### config.mk
export PLATFORM = sky130hd
export DESIGN_NAME = hd_link_ctrl
export DESIGN_NICKNAME = d
export VERILOG_FILES = /design/src/rtl/hd_link_pkg.sv /design/src/rtl/hd_link_tx.sv /design/src/rtl/hd_link_rx.sv /design/src/rtl/hd_link_ctrl.sv
export SDC_FILE = /design/constraint.sdc
export NUM_CORES = 1
export LEC_CHECK = 0
export BUFFER_PORTS_ARGS = -buffer_cell sky130_fd_sc_hd__buf_2
export CORE_MARGIN = 10
export CORE_UTILIZATION = 56
export DETAILED_ROUTE_END_ITERATION = 6
export GPL_TIMING_DRIVEN = 0
export PLACE_DENSITY = 0.77
export SYNTH_ARGS = -nofsm -noshare
export SYNTH_HDL_FRONTEND = slang
export SYNTH_HIERARCHICAL = 1
export SYNTH_SLANG_ARGS = --single-unit
### constraint.sdc
create_clock -name clk_i -period 2.6 [get_ports clk_i]
set_clock_uncertainty 0.2 [all_clocks]
set_input_delay 0 -clock clk_i [delete_from_list [all_inputs] [get_ports clk_i]]
set_output_delay 0 -clock clk_i [all_outputs]
set_load 0.005 [all_outputs]
### src/rtl/hd_link_pkg.sv
package hd_link_pkg;
  typedef enum logic [2:0] {
    ST_READY,
    ST_SEND,
    ST_HOLD,
    ST_LISTEN,
    ST_RECV,
    ST_GUARD
  } link_state_e;

  // start + data + parity + two stops
  function automatic int frame_bits(input int dw);
    return dw + 4;
  endfunction
endpackage

### src/rtl/hd_link_tx.sv
module hd_link_tx #(
  parameter int DATA_W = 8
) (
  input  logic              clk_i,
  input  logic              rst_ni,
  input  logic              load_i,
  input  logic [DATA_W-1:0] data_i,
  output logic              bit_o,
  output logic              busy_o,
  output logic              last_o
);
  localparam int FB = hd_link_pkg::frame_bits(DATA_W);
  localparam int CW = $clog2(FB);

  logic [FB-1:0] sh_q;
  logic [CW-1:0] cnt_q;

  always_ff @(posedge clk_i or negedge rst_ni) begin
    if (!rst_ni) begin
      sh_q   <= '1;
      cnt_q  <= '0;
      busy_o <= 1'b0;
    end else if (load_i && !busy_o) begin
      sh_q   <= {2'b11, ^data_i, data_i, 1'b0};
      cnt_q  <= '0;
      busy_o <= 1'b1;
    end else if (busy_o) begin
      sh_q <= {1'b1, sh_q[FB-1:1]};
      if (cnt_q == CW'(FB-1)) busy_o <= 1'b0;
      else                    cnt_q  <= cnt_q + 1'b1;
    end
  end

  assign bit_o  = busy_o ? sh_q[0] : 1'b1;
  assign last_o = busy_o && (cnt_q == CW'(FB-1));

  p_start_low_r2: assert property (@(posedge clk_i) disable iff (!rst_ni)
    (load_i && !busy_o) |=> !bit_o);
  p_stop_high_r2: assert property (@(posedge clk_i) disable iff (!rst_ni)
    last_o |-> bit_o);
endmodule

### src/rtl/hd_link_rx.sv
module hd_link_rx #(
  parameter int DATA_W = 8
) (
  input  logic              clk_i,
  input  logic              rst_ni,
  input  logic              arm_i,
  input  logic              mon_i,
  input  logic              line_i,
  input  logic              brk_clr_i,
  output logic              done_o,
  output logic              valid_o,
  output logic [DATA_W-1:0] data_o,
  output logic              perr_o,
  output logic              break_o
);
  localparam int FB = hd_link_pkg::frame_bits(DATA_W);
  localparam int CW = $clog2(FB);

  logic              busy_q, par_q, stp_q;
  logic [CW-1:0]     cnt_q, lo_q;
  logic [DATA_W-1:0] sh_q;

  assign done_o = busy_q && (cnt_q == CW'(FB-1));

  always_ff @(posedge clk_i or negedge rst_ni) begin
    if (!rst_ni) begin
      busy_q  <= 1'b0;
      cnt_q   <= '0;
      sh_q    <= '0;
      par_q   <= 1'b0;
      stp_q   <= 1'b0;
      valid_o <= 1'b0;
      data_o  <= '0;
      perr_o  <= 1'b0;
    end else begin
      valid_o <= 1'b0;
      if (!busy_q) begin
        if (arm_i && !line_i) begin
          busy_q <= 1'b1;
          cnt_q  <= CW'(1);
        end
      end else begin
        cnt_q <= cnt_q + 1'b1;
        if (cnt_q <= CW'(DATA_W))        sh_q  <= {line_i, sh_q[DATA_W-1:1]};
        else if (cnt_q == CW'(DATA_W+1)) par_q <= line_i;
        else if (cnt_q == CW'(DATA_W+2)) stp_q <= line_i;
        if (done_o) begin
          busy_q  <= 1'b0;
          valid_o <= stp_q && line_i;
          data_o  <= sh_q;
          perr_o  <= (^sh_q) ^ par_q;
        end
      end
    end
  end

  // consecutive low samples while the target owns the line
  always_ff @(posedge clk_i or negedge rst_ni) begin
    if (!rst_ni) begin
      lo_q    <= '0;
      break_o <= 1'b0;
    end else begin
      if (!mon_i || line_i)            lo_q <= '0;
      else if (lo_q != CW'(FB-1))      lo_q <= lo_q + 1'b1;
      if (mon_i && !line_i && lo_q == CW'(FB-1)) break_o <= 1'b1;
      else if (brk_clr_i)                        break_o <= 1'b0;
    end
  end

  p_valid_pulse_r6: assert property (@(posedge clk_i) disable iff (!rst_ni)
    valid_o |=> !valid_o);
  p_break_sticky_r10: assert property (@(posedge clk_i) disable iff (!rst_ni)
    (break_o && !brk_clr_i) |=> break_o);
endmodule

### src/rtl/hd_link_ctrl.sv
module hd_link_ctrl #(
  parameter int DATA_W       = 8,
  parameter int GUARD_W      = 3,
  parameter int TIMEOUT_BITS = 40
) (
  input  logic               clk_i,
  input  logic               rst_ni,
  output logic               line_o,
  output logic               line_oe_o,
  input  logic               line_i,
  input  logic               tx_valid_i,
  input  logic [DATA_W-1:0]  tx_data_i,
  input  logic               tx_expect_i,
  output logic               tx_ready_o,
  output logic               rx_valid_o,
  output logic [DATA_W-1:0]  rx_data_o,
  output logic               rx_parity_err_o,
  input  logic [GUARD_W-1:0] guard_bits_i,
  output logic               timeout_o,
  output logic               break_o,
  input  logic               break_clr_i
);
  import hd_link_pkg::*;

  localparam int TMR_MAX = (TIMEOUT_BITS > (1 << GUARD_W)) ? TIMEOUT_BITS : (1 << GUARD_W);
  localparam int TW      = $clog2(TMR_MAX + 1);

  link_state_e st_q;
  logic [TW-1:0] tmr_q, g_eff;
  logic exp_q, tx_load, tx_bit, tx_busy, tx_last, rx_done, listening;

  assign tx_ready_o = (st_q == ST_READY);
  assign tx_load    = tx_ready_o && tx_valid_i;
  assign listening  = (st_q == ST_LISTEN) || (st_q == ST_RECV);
  assign line_oe_o  = !listening;
  assign line_o     = tx_bit;
  assign g_eff      = (guard_bits_i == '0) ? TW'(1) : TW'(guard_bits_i);

  hd_link_tx #(.DATA_W(DATA_W)) u_tx (
    .clk_i  (clk_i),
    .rst_ni (rst_ni),
    .load_i (tx_load),
    .data_i (tx_data_i),
    .bit_o  (tx_bit),
    .busy_o (tx_busy),
    .last_o (tx_last)
  );

  hd_link_rx #(.DATA_W(DATA_W)) u_rx (
    .clk_i     (clk_i),
    .rst_ni    (rst_ni),
    .arm_i     (st_q == ST_LISTEN),
    .mon_i     (listening),
    .line_i    (line_i),
    .brk_clr_i (break_clr_i),
    .done_o    (rx_done),
    .valid_o   (rx_valid_o),
    .data_o    (rx_data_o),
    .perr_o    (rx_parity_err_o),
    .break_o   (break_o)
  );

  always_ff @(posedge clk_i or negedge rst_ni) begin
    if (!rst_ni) begin
      st_q      <= ST_READY;
      tmr_q     <= '0;
      exp_q     <= 1'b0;
      timeout_o <= 1'b0;
    end else begin
      timeout_o <= 1'b0;
      unique case (st_q)
        ST_READY: if (tx_valid_i) begin
          exp_q <= tx_expect_i;
          st_q  <= ST_SEND;
        end
        ST_SEND: if (tx_last) st_q <= exp_q ? ST_HOLD : ST_READY;
        ST_HOLD: begin
          tmr_q <= '0;
          st_q  <= ST_LISTEN;
        end
        ST_LISTEN: begin
          if (!line_i) st_q <= ST_RECV;
          else if (tmr_q == TW'(TIMEOUT_BITS-1)) begin
            timeout_o <= 1'b1;
            tmr_q     <= '0;
            st_q      <= ST_GUARD;
          end else tmr_q <= tmr_q + 1'b1;
        end
        ST_RECV: if (rx_done) begin
          tmr_q <= '0;
          st_q  <= ST_GUARD;
        end
        ST_GUARD: begin
          if (tmr_q >= g_eff - 1'b1) st_q <= ST_READY;
          else                       tmr_q <= tmr_q + 1'b1;
        end
        default: st_q <= ST_READY;
      endcase
    end
  end

  p_release_after_idle_r4: assert property (@(posedge clk_i) disable iff (!rst_ni)
    $fell(line_oe_o) |-> $past(line_o));
  p_ready_owns_line_r11: assert property (@(posedge clk_i) disable iff (!rst_ni)
    tx_ready_o |-> (line_oe_o && line_o && !tx_busy));
  p_guard_min_r9: assert property (@(posedge clk_i) disable iff (!rst_ni)
    $rose(line_oe_o) |-> !tx_ready_o);
  p_timeout_regain_r8: assert property (@(posedge clk_i) disable iff (!rst_ni)
    timeout_o |-> (line_oe_o && !tx_ready_o && $past(!line_oe_o)));
endmodule

==> impl_metrics.json <==
{
  "root_buffer": "clkbuf_8",
  "startpoint_type": "register",
  "n_fill_cell": 415,
  "drtAntennaViolNets": 0,
  "cts_sinks": 56,
  "drt_iter0_drc": 67,
  "grt_pass1_vias": 2230,
  "rows": 26,
  "final_common_cell": "nand2_1",
  "cts_tree": "done",
  "setup_viol": 0,
  "clk_pin_slew_ns": 0.11,
  "post-dp-hpwl_mm": 3.789,
  "switching_share_pct": 34.78,
  "power.density_mw_per_mm2": 875.9,
  "path_class": "reg -> reg",
  "critical_path_required_ns": 2.61,
  "synth.distinct_cells": 48,
  "wire_per_inst_um": 13.03,
  "reg2reg_depth": 7,
  "via_count": 2150,
  "initial_core_util_pct": 57.74,
  "ys_dominant_reg_cell": "dfrtp_1",
  "max_freq_ghz": 0.4217,
  "io_buffers": 31,
  "syn_nets": 319,
  "post_cts_buffers": 0,
  "worstMarginPinSlew_ns": 1.201,
  "synth_cells": 292,
  "yosys_warnings": 6,
  "p_switching_uw": 1039,
  "combPwrFrac_pct": 36.9,
  "numCtsBuffers": 5,
  "critPathCaptureType": "register",
  "synth-seq-cells": 56,
  "ys_async_sr_fraction_pct": 100.0,
  "fin_util_pct": 67.21,
  "reg2reg_to": "tmr_q[0]",
  "critPathMaxFanout": 13,
  "grt_pass1_wl_mm": 9.708,
  "diodes": 0,
  "drv_cap": 0,
  "syn2layout_area_growth_pct": 16.40,
  "layout_common_cells": "53 x nand2_1, 46 x dfrtp_1, 35 x buf_2",
  "place.gp.congestion": 0.8059,
  "p_seq_share_pct": 46.3,
  "synth_area_sq_mm": 0.002930,
  "seq_area_sq_mm": 0.001414,
  "multiInputGateArea_sq_mm": 0.001429,
  "status": "complete, no violations",
  "overflow": 0,
  "drt-total-wl_mm": 5.393,
  "synth_edf_count": 0,
  "clock_latency_ns": 0.31,
  "grt_start_max_net_pins": 57,
  "p_leak_uw": 0.001643,
  "slew_headroom_pct": 19.92,
  "period_share_pct": 91.20,
  "ioPinCount": 32,
  "cp_data_arrival_time_ns": 2.38,
  "synth_sequential_area_ratio_pct": 48.25,
  "antenna_found_initial": 0,
  "rrSetupSlack_ns": 0.23,
  "reg2reg_from": "u_rx/cnt_q[0]",
  "chipWidth_um": 92.34,
  "htree_levels": 2,
  "finalCriticalPeriod_ns": 2.371,
  "rsz0062_at_grt": "false",
  "clock_path_buffers": 2,
  "syn_area_per_cell_sq_um": 10.04,
  "die_area_sq_mm": 0.008526,
  "min_path_type": "in -> reg",
  "nets": 370,
  "critPathCapture": "tmr_q[0]",
  "finalPower_uw": 2987,
  "p_int_uw": 1948,
  "finalMaxSlewViolations": 0,
  "ir_worst_vdd_v": 0.0006115,
  "drc_errors": 0,
  "dr.pass1.iters": 4,
  "post_route_cells_drive_above_1_share_pct": 22.67,
  "hold_viol_final": 0,
  "power.share.clock_pct": 16.8,
  "core_sq_mm": 0.005075,
  "startpoint": "u_rx/cnt_q[0]",
  "post_drt_via_cell_ratio": 5.193,
  "die_h_um": 92.34,
  "grt_usage_pct": 13.50
}
per-stage QoR:
| step | area [sq um] | worst slack (ns) | cells | hold WS (ns) | TNS, ns |
|---|---|---|---|---|---|
| 2_1_floorplan | 2930 | 0.3501 | 292 | -0.4956 | 0 |
| 3_3_place_gp | 3173 | 0.01073 | 393 | -0.005693 | 0 |
| 3_5_place_dp | 3173 | -0.02721 | 393 | 0.004774 | -0.04956 |
| 4_1_cts | 3407 | 0.1530 | 414 | 0.05104 | 0 |
| 5_1_grt | 3411 | 0.05935 | 414 | 0.08369 | 0 |
| 6_report | 3411 | 0.2289 | 414 | 0.06168 | 0 |
worst max-delay path: stages (launching register included):
cell        delay, ns
dfrtp_1          0.45
ha_1             0.22
nand4b_1         0.19
clkinvlp_4       0.25
nor2_1           0.08
o2bb2ai_2        0.22
a21boi_4         0.29
mux2_2           0.36
logic make-up (layout without fill, tap and decap cells):
family / after synthesis / after routing / share of synthesized area, %
adder cells (fa/ha/maj): 10 / 10 / 4.270
XOR/XNOR: 20 / 20 / 6.447
buffers and inverters: 19 / 71 / 2.989
AND/OR/NAND/NOR: 114 / 114 / 18.40
other: 1 / 1 / 0.1280
flip-flops: 56 / 56 / 48.25
multiplexers: 25 / 25 / 9.095
AO/OA/AOI/OAI: 47 / 47 / 10.42
registers in the layout, summed over array words and instances (netlist names):
name / count
u_tx/sh_q: 10
u_rx/data_o: 8
u_rx/sh_q: 8
tmr_q: 6
u_rx/cnt_q: 4
u_rx/lo_q: 4
u_tx/cnt_q: 4
st_q: 3
exp_q: 1
timeout_o: 1
u_rx/break_o: 1
u_rx/busy_q: 1
u_rx/par_q: 1
u_rx/perr_o: 1
u_rx/stp_q: 1
u_rx/valid_o: 1
u_tx/busy_o: 1
worst min-delay path by stage:
| stage | start | to | slack (ns) | cells past startpoint |
|---|---|---|---|---|
| 2_1_floorplan | rst_ni | exp_q | -0.50 | 0 |
| 3_5_place_dp | break_clr_i | u_rx/break_o | 0.005 | 2 |
| 5_1_grt | guard_bits_i[0] | st_q[2] | 0.08 | 5 |
| 6_report | guard_bits_i[0] | st_q[2] | 0.06 | 5 |
| 4_1_cts | guard_bits_i[0] | st_q[2] | 0.05 | 5 |
| 3_3_place_gp | break_clr_i | u_rx/break_o | -0.006 | 2 |
cells in the mapped netlist (all sizes together), types with 5 or more instances:
cell | instances | area (sq um)
inv | 10 | 37.54
o21ai | 21 | 105.1
xnor2 | 14 | 122.6
buf | 6 | 38.79
nor3 | 6 | 30.03
mux2 | 13 | 146.4
xor2 | 5 | 43.79
dfrtp | 46 | 1151
mux2i | 12 | 120.1
nor2 | 21 | 78.83
nand2 | 54 | 205.2
a21oi | 13 | 65.06
dfstp | 10 | 262.8
ha | 10 | 125.1
nand2b | 8 | 50.05
final cells by class:
cell class,instances,share of cell area (%)
Buffer,8,1.357
Sequential cell,56,41.45
Inverter,10,1.211
Clock inverter,3,0.8437
Clock buffer,5,2.018
Multi-Input combinational cell,217,41.89
Timing Repair Buffer,45,8.657
Tap cell,70,2.568
metal layers:
layer | track usage (%) | part of all wire (%)
met1 | 16.64 | 48
met2 | 23.06 | 48
met3 | 3.067 | 3.3
met4 | 3.985 | 0.80
met5 | 0 | 0
timing repair:
| item | 4_1_cts | 5_1_grt |
|---|---|---|
| gates cloned | 0 | 0 |
| hold buffers | 14 | 0 |
| gates resized for setup | 0 | 1 |
| setup endpoints to repair | 2 | 2 |
| hold endpoints to repair | 66 | 0 |
power groups by stage:
stage | clock network [uW] | registers (uW) | logic [uW]
2_1_floorplan | 0 | 1350 | 863
3_3_place_gp | 0 | 1390 | 1050
3_5_place_dp | 0 | 1390 | 1080
4_1_cts | 523 | 1380 | 1120
5_1_grt | 563 | 1420 | 1250
6_report | 501 | 1380 | 1100
No activity file was read; power rests on OpenSTA's default activity.
